$ cat src/rtl/cline_maint.sv
module cline_maint #(
  parameter bit IS_ICACHE = 1'b0
) (
  input  logic       clk,
  input  logic       rst_n,
  input  logic       cmd_valid,
  output logic       cmd_ready,
  input  logic [2:0] cmd_op,
  input  logic       cmd_idx,
  input  logic       line_hit,
  input  logic       line_valid,
  input  logic       line_dirty,
  input  logic       line_lock,
  input  logic       set_full,
  output logic       upd_we,
  output logic       upd_valid,
  output logic       upd_dirty,
  output logic       upd_lock,
  output logic       wb_req,
  input  logic       wb_ack,
  output logic       fill_req,
  input  logic       fill_ack,
  output logic       lock_err,
  output logic       sync
);
  localparam logic [2:0] OP_INV = 3'd0, OP_WB = 3'd1, OP_WBI = 3'd2,
                         OP_LOCK = 3'd3, OP_UNLK = 3'd4, OP_RST = 3'd5;

  typedef enum logic [1:0] {ST_IDLE, ST_WB, ST_FILL} st_t;
  st_t st;
  logic pv, pd, pl;

  logic accept, target, present, dirty_wb;
  logic go_we, go_wb, go_fill, go_err, nv, nd, nl;

  assign cmd_ready = (st == ST_IDLE);
  assign sync      = (st == ST_IDLE) && !upd_we;
  assign accept    = cmd_valid && cmd_ready;
  assign target    = (line_hit || cmd_idx) && line_valid;
  assign present   = line_hit && line_valid;
  assign dirty_wb  = !IS_ICACHE && target && line_dirty;

  always_comb begin
    go_we = 1'b0; go_wb = 1'b0; go_fill = 1'b0; go_err = 1'b0;
    nv = line_valid; nd = line_dirty; nl = line_lock;
    case (cmd_op)
      OP_INV: if (target && !line_lock) begin
        go_we = 1'b1; nv = 1'b0; nd = 1'b0;
      end
      OP_WB: if (dirty_wb) begin
        go_wb = 1'b1; nd = 1'b0;
      end
      OP_WBI: begin
        if (dirty_wb) begin
          go_wb = 1'b1; nd = 1'b0; nv = line_lock;
        end else if (target && !line_lock) begin
          go_we = 1'b1; nv = 1'b0; nd = 1'b0;
        end
      end
      OP_LOCK: begin
        if (present) begin
          go_we = !line_lock; nl = 1'b1;
        end else if (set_full) begin
          go_err = 1'b1;
        end else begin
          go_fill = 1'b1; nv = 1'b1; nd = 1'b0; nl = 1'b1;
        end
      end
      OP_UNLK: if (target && line_lock) begin
        go_we = 1'b1; nl = 1'b0;
      end
      OP_RST: begin
        go_we = 1'b1; nv = 1'b0; nd = 1'b0; nl = 1'b0;
      end
      default: ;
    endcase
  end

  always_ff @(posedge clk or negedge rst_n) begin
    if (!rst_n) begin
      st <= ST_IDLE;
      {pv, pd, pl} <= '0;
      {upd_we, upd_valid, upd_dirty, upd_lock} <= '0;
      wb_req <= 1'b0; fill_req <= 1'b0; lock_err <= 1'b0;
    end else begin
      upd_we   <= 1'b0;
      lock_err <= 1'b0;
      case (st)
        ST_IDLE: if (accept) begin
          lock_err <= go_err;
          if (go_wb || go_fill) begin
            {pv, pd, pl} <= {nv, nd, nl};
            wb_req   <= go_wb;
            fill_req <= go_fill;
            st       <= go_wb ? ST_WB : ST_FILL;
          end else if (go_we) begin
            upd_we <= 1'b1;
            {upd_valid, upd_dirty, upd_lock} <= {nv, nd, nl};
          end
        end
        ST_WB: if (wb_ack) begin
          wb_req <= 1'b0; upd_we <= 1'b1;
          {upd_valid, upd_dirty, upd_lock} <= {pv, pd, pl};
          st <= ST_IDLE;
        end
        ST_FILL: if (fill_ack) begin
          fill_req <= 1'b0; upd_we <= 1'b1;
          {upd_valid, upd_dirty, upd_lock} <= {pv, pd, pl};
          st <= ST_IDLE;
        end
        default: st <= ST_IDLE;
      endcase
    end
  end
endmodule


$ cat config.mk
export PLATFORM = sky130hd
export DESIGN_NAME = cline_maint
export DESIGN_NICKNAME = d
export VERILOG_FILES = /design/src/rtl/cline_maint.sv
export SDC_FILE = /design/constraint.sdc
export NUM_CORES = 1
export LEC_CHECK = 0
export ABC_AREA = 1
export BUFFER_PORTS_ARGS = -buffer_cell sky130_fd_sc_hd__buf_2
export CORE_MARGIN = 3
export CORE_UTILIZATION = 34
export DETAILED_ROUTE_END_ITERATION = 8
export RECOVER_POWER = 25
export SYNTH_ARGS = -nofsm -noshare
export SYNTH_HDL_FRONTEND = slang
export SYNTH_SLANG_ARGS = --single-unit
$ cat constraint.sdc
create_clock -name clk -period 2.9 [get_ports clk]
set_clock_uncertainty 0.1 [all_clocks]
set_input_delay 0.29 -clock clk [delete_from_list [all_inputs] [get_ports clk]]
set_output_delay 0.29 -clock clk [all_outputs]
set_load 0.01 [all_outputs]
==> results of run 1 <==
==> worst register-to-register path: cells and delay by family, from the launching register on <==
kind	cells	cell delay (ns)
simple gates	6	0.60
flops	1	0.40
buf+inv	3	0.29
fa+ha+maj	1	0.36
==> layer usage <==
metal,up-vias,GRT usage (%),wire length [um],share of wire (%)
met5,-,0,0,0
met4,0,3.72,18,0.78
met3,2,3.83,69,3.0
met2,21,24.3,1130,49
met1,451,17.4,1080,47
li1,530,-,-,-
==> cell type report <==
cell class | count | share of cell area (%)
Multi-Input combinational cell | 111 | 51.6
Sequential cell | 12 | 25.4
Timing Repair Buffer | 23 | 10.1
Inverter | 24 | 7.73
Tap cell | 31 | 3.28
Clock buffer | 3 | 1.91
==> kinds of logic (layout without fill, tap and decap cells) <==
family | Yosys count | count (layout)
AND/OR/NAND/NOR | 94 | 94
adder cells (fa/ha/maj) | 4 | 4
AO/OA/AOI/OAI | 13 | 13
buffers and inverters | 26 | 50
flip-flops | 12 | 12
==> synthesized netlist by cell type (all sizes together) <==
cell    count  area, um2
nand2      46        193
nand3      22        140
nor2       15       76.3
buf         2       12.5
nor3        3       26.3
dfrtp      12        300
o21ai       6       30.0
inv        23       86.3
a21oi       6       33.8
ha          4       50.1
or2         1       8.76
nand3b      1       7.51
o22ai       1       6.26
nand4       6       37.5
clkinv      1       5.00
==> sequential cells by signal (all words and copies together) (netlist names) <==
signal     cells
upd_dirty      1
upd_we         1
lock_err       1
pv             1
fill_req       1
pl             1
upd_valid      1
wb_req         1
st             2
upd_lock       1
pd             1
==> where the power goes <==
group / switching, mW / leakage, nW / internal, mW
Sequential: 0.0308 / 0.155 / 0.228
Combinational: 0.284 / 0.483 / 0.167
Clock: 0.0559 / 0.0138 / 0.0481
Total: 0.371 / 0.652 / 0.443
==> how the worst max path moves through the flow <==
| stage | start | endpoint | slack (ns) | cells past startpoint |
|---|---|---|---|---|
| floorplan | st[0] | upd_valid | 1.18 | 10 |
| global placement | st[0] | upd_valid | 1.16 | 10 |
| CTS | st[0] | sync | 1.03 | 5 |
| finish | st[0] | sync | 1.05 | 5 |
| detailed placement | st[0] | upd_dirty | 1.07 | 10 |
| global route | st[0] | upd_valid | 0.89 | 10 |
==> impl_metrics.py, run 1 <==
metrics = {
    "status": {
        "outcome": "complete, no violations",
    },
    "cts": {
        "cts_resized": 0,
        "clockBufferDepth": 2,
        "clock_sinks": 12,
        "clock-root-buffer": "clkbuf_4",
        "cts_buffers": 3,
        "htreeDepth": 1,
        "hold_buffers": 1,
        "clkSlewWorstSetupHoldPaths_ns": 0.08,
        "cts_setup_buffers": 0,
        "clk-insertion-delay-late_ns": 0.27,
        "cts_tree": "yes",
    },
    "drt": {
        "drt_iter0_drc": 49,
        "wl_per_cell_um": 11.3,
        "via_per_inst": 4.92,
        "drcViolationCount": 0,
        "wirelength_mm": 2.30,
        "ant_nets": 0,
        "via_count": 1004,
        "drt_first_pass_iters": 4,
    },
    "worst_hold_path": {
        "holdPathEnd": "lock_err",
        "worstHoldPathCells": 3,
        "hold_class": "input port to flip-flop",
        "min-delay-start": "set_full",
    },
    "placed_design": {
        "gp_congestion": 0.891,
        "place_inst": 200,
        "io_buffers": 22,
        "post-dp-hpwl_mm": 1.93,
        "place_ws_ns": 1.07,
        "placed_area_um2": 1150,
    },
    "worst_setup_path": {
        "cp_slowest_cell": "dfrtp_1",
        "crit_family": "flip-flops",
        "path_buf_inv": 3,
        "crit_fanout": 8,
        "worst_setup_path_start_kind": "flip-flop",
        "rr_endpoint": "upd_dirty",
        "worstSetupEndpointType": "output port",
        "path_cells": "inv_1 > ha_1 > inv_2 > nor2_1 > buf_2",
        "r2r_setup_slack_ns": 1.05,
        "setup.worst_path.class": "flip-flop to output port",
        "r2r_cells": 10,
        "worstPathArrival_ns": 1.46,
        "crit_path_max_incr_delay_ns": 0.40,
        "required_ns": 2.51,
        "rr_startpoint": "st[0]",
    },
    "layout": {
        "drive_gt1_share_pct": 28.9,
        "final_cells": 204,
        "fillers": 309,
        "antenna_cells": 0,
        "fin_nets": 193,
        "area_growth_pct": 16.5,
        "regArea_um2": 300,
        "mostFrequentLayoutCell": "nand2_1",
        "finish.utilization_pct": 42.1,
        "design_area_um2": 1180,
        "final_cell_mix": "nand2_1 (40), buf_2 (21), inv_1 (17)",
        "multi_input_area_um2": 609,
    },
    "synth": {
        "synthXorXnorAreaFrac_pct": 0,
        "synth_cells": 149,
        "synth_top_family_by_area": "simple AND/OR/NAND/NOR gates",
        "synth_warnings": 0,
        "postSynthNetCount": 167,
        "ys_types": 25,
        "avgSynthCellArea_um2": 6.80,
        "synth_mux_area_share_pct": 0,
        "synth-seq-area-share_pct": 29.6,
        "syn_area_um2": 1010,
        "synth_compound_area_share_pct": 6.91,
        "ys_seq_elements": 12,
        "synthAdderAreaFrac_pct": 4.94,
        "yosys.area_share.simple_pct": 48.3,
    },
    "sta": {
        "tns_ns": 0,
        "slew_viol_final": 0,
        "hold_viol_final": 0,
        "whs_ns": 0.166,
        "rsz0062_at_grt": "no",
        "worst_slack_ns": 1.05,
        "fin_crit_ns": 1.85,
        "setup_violations": 0,
        "slew_headroom_pct": 54.2,
        "tightestPinTransition_ns": 0.687,
        "max_freq_mhz": 539,
        "min_period_over_period_pct": 63.9,
    },
    "die": {
        "start_util_pct": 36.1,
        "coreArea_um2": 2810,
        "rows": 19,
        "ioPinCount": 23,
        "die_h_um": 60.6,
        "die_x_um": 60.6,
        "dieArea_um2": 3670,
    },
    "power": {
        "powerDensity_nw_per_um2": 689,
        "leakagePower_nw": 0.652,
        "total_power_uw": 814,
        "vdd_drop_max_mv": 0.362,
    },
    "grt": {
        "grt_pass1_vias": 912,
        "antenna_found_initial": 0,
        "grt_start_max_net_pins": 13,
        "grt_pass1_wl_mm": 3.91,
        "track_usage_pct": 14.1,
        "grt-ovfl-total": 0,
    },
    "flow_run": {
        "max_cap_viol_count": 0,
    },
}
Power figures use the tool's default switching activity.
==> run 2, diff against run 1 <==
Clock period 2.9 ns to 1.7 ns, I/O delays scaled along.
==> impl_metrics.py, run 2 (synthesis gave the netlist of run 1 again) <==
metrics = {
    "grt": {
        "antenna_found_initial": 0,
        "grt_pass1_vias": 884,
        "grt_pass1_wl_mm": 3.82,
        "use_met3_pct": 2.77,
        "grt-ovfl-total": 0,
        "grt_start_max_net_pins": 13,
        "grt_use_met2_pct": 22.9,
        "top_usage_layer": "met2",
        "gr-usage-met1_pct": 18.1,
        "track_usage_pct": 13.9,
    },
    "die": {
        "die_x_um": 60.6,
        "rows": 19,
        "ioPinCount": 23,
        "dieArea_um2": 3670,
        "die_h_um": 60.6,
        "start_util_pct": 36.1,
        "coreArea_um2": 2810,
    },
    "worst_setup_path": {
        "r2r_cells": 10,
        "worstSetupEndpointType": "flip-flop",
        "required_ns": 1.78,
        "worstPathArrival_ns": 1.65,
        "path_cells": "inv_2 > ha_4 > inv_2 > or2_4 > nand3_1 > nor2_2 > nand2_2 > clkinv_2 > nand2_1 > nand2_1",
        "r2r_setup_slack_ns": 0.13,
        "crit_path_max_incr_delay_ns": 0.42,
        "cp_slowest_cell": "dfrtp_1",
        "rr_startpoint": "st[1]",
        "crit_fanout": 4,
        "worst_setup_path_start_kind": "flip-flop",
        "setup.worst_path.class": "flip-flop to flip-flop",
        "rr_endpoint": "upd_dirty",
    },
    "drt": {
        "wl_per_cell_um": 11.7,
        "via_per_inst": 4.94,
        "drt_iter0_drc": 57,
        "drcViolationCount": 0,
        "via_count": 1027,
        "wirelength_mm": 2.44,
        "ant_nets": 0,
        "drt_first_pass_iters": 4,
    },
    "sta": {
        "setup_violations": 0,
        "rsz0062_at_grt": "no",
        "hold_viol_final": 0,
        "fin_crit_ns": 1.57,
        "min_period_over_period_pct": 92.4,
        "slew_viol_final": 0,
        "tns_ns": 0,
        "tightestPinTransition_ns": 0.678,
        "max_freq_mhz": 637,
        "slew_headroom_pct": 54.8,
        "worst_slack_ns": 0.129,
    },
    "worst_hold_path": {
        "worstHoldPathCells": 3,
        "holdPathEnd": "lock_err",
        "min-delay-start": "set_full",
        "hold_class": "input port to flip-flop",
    },
    "placed_design": {
        "placed_area_um2": 1160,
        "gp_congestion": 0.932,
        "io_buffers": 22,
        "post-dp-hpwl_mm": 1.97,
        "place_ws_ns": 0.0755,
    },
    "cts": {
        "cts_buffers": 3,
        "clock_sinks": 12,
        "clockBufferDepth": 2,
        "cts_tree": "yes",
        "clkSlewWorstSetupHoldPaths_ns": 0.09,
        "clock-root-buffer": "clkbuf_4",
        "htreeDepth": 1,
        "clk-insertion-delay-late_ns": 0.28,
    },
    "layout": {
        "mostFrequentLayoutCell": "nand2_1",
        "top_register": "st",
        "final_cell_mix": "nand2_1 (40), buf_2 (21), nand3_1 (16)",
        "drive_gt1_share_pct": 32.2,
        "largest_reg_flops": 2,
        "antenna_cells": 0,
        "design_area_um2": 1230,
        "area_growth_pct": 21.4,
        "fin_nets": 196,
    },
    "power": {
        "vdd_drop_max_mv": 0.536,
        "powerDensity_nw_per_um2": 1260,
        "leakagePower_nw": 0.675,
    },
    "flow_run": {
        "max_cap_viol_count": 0,
    },
    "status": {
        "outcome": "complete, no violations",
    },
}
-- run 2: worst max-delay path: cells and delay by family (launching register included) --
family | cells | cell delay [ns]
adders and majority gates | 1 | 0.14
buffers and inverters | 3 | 0.23
DFF | 1 | 0.42
and+or+nand+nor | 6 | 0.58
-- run 2: where the power goes --
group          internal (mW)  switching (mW)  total [mW]  leakage, nW
registers              0.389          0.0583       0.447        0.155
logic                  0.345           0.516       0.860        0.499
clock network          0.130           0.113       0.243       0.0210
total                  0.864           0.687        1.55        0.675
-- run 2: how the worst max path moves through the flow --
stage / start / depth (start not counted) / to / slack (ns)
after CTS: st[0] / 10 / upd_dirty / 0.05
after global routing: st[1] / 10 / upd_dirty / 0.02
after detailed placement: st[0] / 10 / upd_dirty / 0.08
after floorplan: st[0] / 10 / upd_valid / 0.07
after global placement: st[0] / 10 / upd_valid / 0.15
final: st[1] / 10 / upd_dirty / 0.13
-- run 2: layout make-up --
type	count	area, um2
tap	31	38.8
timing repair buffer	26	141
clock buffer	4	36.3
inverter	24	91.3
sequential	12	300
fill	297	1580
multi-input combinational	111	622
-- run 2: per-stage QoR --
| step | instances | utilization, % | hold WS (ns) | power, mW |
|---|---|---|---|---|
| 6_report | 208 | 43.8 | 0.0360 | 1.55 |
| 5_1_grt | 208 | 43.8 | 0.0219 | 1.70 |
| 2_1_floorplan | 149 | - | -0.226 | 1.02 |
| 4_1_cts | 206 | 43.0 | 0.0285 | 1.51 |
| 3_5_place_dp | 201 | 41.3 | -0.0401 | 1.26 |
| 3_3_place_gp | 201 | 41.3 | -0.0356 | 1.24 |
-- run 2: timing repair --
action	in CTS	in global routing
resized for setup	0	3
endpoints found under the hold margin	12	0
buffers inserted	0	2
hold buffers	1	0
setup endpoints to repair	0	5
-- run 2: per-layer routing --
layer	wire, um	vias up	part of all wire (%)
met5	0	-	0
met4	35	0	1.4
met3	104	4	4.3
met2	1230	29	50
met1	1070	454	44
li1	-	540	-
==> run 3, diff against run 2 <==
Clock period 1.7 ns to 1.45 ns, I/O delays scaled along.
==> impl_metrics.py, run 3 (synthesis gave the netlist of run 1 again) <==
metrics = {
    "sta": {
        "tightestPinTransition_ns": 0.679,
        "worst_slack_ns": -0.115,
        "slew_headroom_pct": 54.8,
        "hold_viol_final": 0,
        "max_freq_mhz": 639,
        "rsz0062_at_grt": "yes",
        "slew_viol_final": 0,
        "tns_ns": -0.602,
        "setup_violations": 8,
        "min_period_over_period_pct": 108,
        "fin_crit_ns": 1.56,
    },
    "power": {
        "leakagePower_nw": 0.714,
        "powerDensity_nw_per_um2": 1510,
        "total_power_mw": 1.99,
        "vdd_drop_max_mv": 0.760,
    },
    "drt": {
        "drt_iter0_drc": 35,
        "wirelength_mm": 2.45,
        "ant_nets": 0,
        "via_count": 1036,
        "via_per_inst": 4.89,
        "wl_per_cell_um": 11.6,
        "drcViolationCount": 0,
        "drt_first_pass_iters": 4,
    },
    "die": {
        "die_x_um": 60.6,
        "die_h_um": 60.6,
        "rows": 19,
        "dieArea_um2": 3670,
        "coreArea_um2": 2810,
        "start_util_pct": 36.1,
        "ioPinCount": 23,
    },
    "cts": {
        "clock-root-buffer": "clkbuf_4",
        "cts_tree": "yes",
        "htreeDepth": 1,
        "clockBufferDepth": 2,
        "clock_sinks": 12,
        "clk-insertion-delay-late_ns": 0.27,
        "cts_buffers": 3,
        "clkSlewWorstSetupHoldPaths_ns": 0.08,
    },
    "grt": {
        "grt_pass1_vias": 971,
        "grt_start_max_net_pins": 13,
        "grt_pass1_wl_mm": 4.18,
        "track_usage_pct": 15.1,
        "grt-ovfl-total": 0,
        "antenna_found_initial": 0,
    },
    "layout": {
        "final_cells": 212,
        "top_register": "st",
        "area_growth_pct": 29.6,
        "fin_nets": 201,
        "final_cell_mix": "nand2_1 (37), buf_2 (20), inv_1 (15), nand3_1 (15), dfrtp_1 (12)",
        "antenna_cells": 0,
        "largest_reg_flops": 2,
        "mostFrequentLayoutCell": "nand2_1",
        "fillers": 294,
        "drive_gt1_share_pct": 36.5,
    },
    "worst_setup_path": {
        "setup.worst_path.class": "flip-flop to output port",
        "crit_family": "flip-flops",
        "cp_slowest_cell": "dfrtp_1",
        "path_buf_inv": 4,
        "crit_fanout": 3,
        "required_ns": 1.21,
        "path_cells": "inv_2 > ha_4 > inv_2 > buf_6 > nor2_2 > buf_2",
        "crit_top_cell": "inv_2",
        "crit_path_max_incr_delay_ns": 0.42,
        "worst_setup_path_start_kind": "flip-flop",
        "worstSetupEndpointType": "output port",
        "worstPathArrival_ns": 1.32,
    },
    "placed_design": {
        "io_buffers": 22,
        "post-dp-hpwl_mm": 2.03,
        "place_inst": 206,
        "gp_congestion": 0.943,
    },
    "status": {
        "violations": "negative setup slack",
        "outcome": "finished with violations",
    },
    "flow_run": {
        "max_cap_viol_count": 0,
    },
    "worst_hold_path": {
        "hold_class": "input port to flip-flop",
    },
}
run 3: cell types whose count changed in the layout (fill, tap and decap cells not counted), moves of 2 or more:
cell	before	now
buf_4	3	5
buf_6	0	3
nand2_1	40	37
nand2_4	1	3
run 3: worst reg2reg max path: stages (launching register included):
cell,delay [ns]
dfrtp_1,0.42
inv_2,0.10
ha_4,0.16
inv_2,0.05
or2_4,0.25
nand3_2,0.08
nor2_2,0.04
nand2_2,0.10
inv_4,0.04
nand2_1,0.05
nand2_1,0.05
run 3: metrics by stage:
step	utilization (%)	area (um2)	worst slack (ns)	hold slack, ns
floorplan	-	1030	-0.0574	-0.251
global placement	43.7	1220	-0.0304	-0.0557
detailed placement	43.7	1220	-0.0835	-0.0577
CTS	45.3	1270	-0.120	0.0292
global route	46.8	1310	-0.209	0.0594
finish	46.8	1310	-0.115	0.0413
run 3: where the power goes:
| group | leakage, nW | switching, mW | total [mW] | internal [mW] |
|---|---|---|---|---|
| combinational | 0.545 | 0.690 | 1.27 | 0.576 |
| clock | 0.0138 | 0.111 | 0.207 | 0.0960 |
| sequential | 0.155 | 0.0595 | 0.515 | 0.456 |
| total | 0.714 | 0.861 | 1.99 | 1.13 |
run 3: what timing repair did:
item,CTS,global route
setup endpoints to repair,8,11
buffers inserted,0,2
pin swaps,0,3
hold buffers,1,0
hold endpoints to repair,12,0
gates resized for setup,3,9
run 3: routing by layer:
| metal | global-route usage [%] | part of all wire [%] | vias up |
|---|---|---|---|
| met3 | 3.83 | 4.4 | 3 |
| li1 | - | - | 546 |
| met5 | 0 | 0 | - |
| met2 | 26.0 | 50 | 28 |
| met1 | 19.6 | 45 | 459 |
| met4 | 2.17 | 0.90 | 0 |
run 3: area by class of cell:
| type | instances | area [um2] | share of cell area [%] |
|---|---|---|---|
| Tap cell | 31 | 38.8 | 2.95 |
| Multi-Input combinational cell | 111 | 654 | 49.8 |
| Timing Repair Buffer | 31 | 205 | 15.6 |
| Clock buffer | 3 | 22.5 | 1.71 |
| Inverter | 24 | 92.6 | 7.05 |
| Sequential cell | 12 | 300 | 22.9 |
run 3: path summary, 6_finish.rpt:
kind	startpoint	to	slack, ns	depth (start not counted)
min in group asynchronous	rst_n	wb_req	0.31	2
worst min-delay path	set_full	lock_err	0.04	3
worst max-delay path	st[0]	sync	-0.11	6
worst max register to register	st[0]	upd_dirty	-0.11	10
worst min register to register	wb_req	wb_req	0.37	2
max in group asynchronous	rst_n	pv	0.50	2
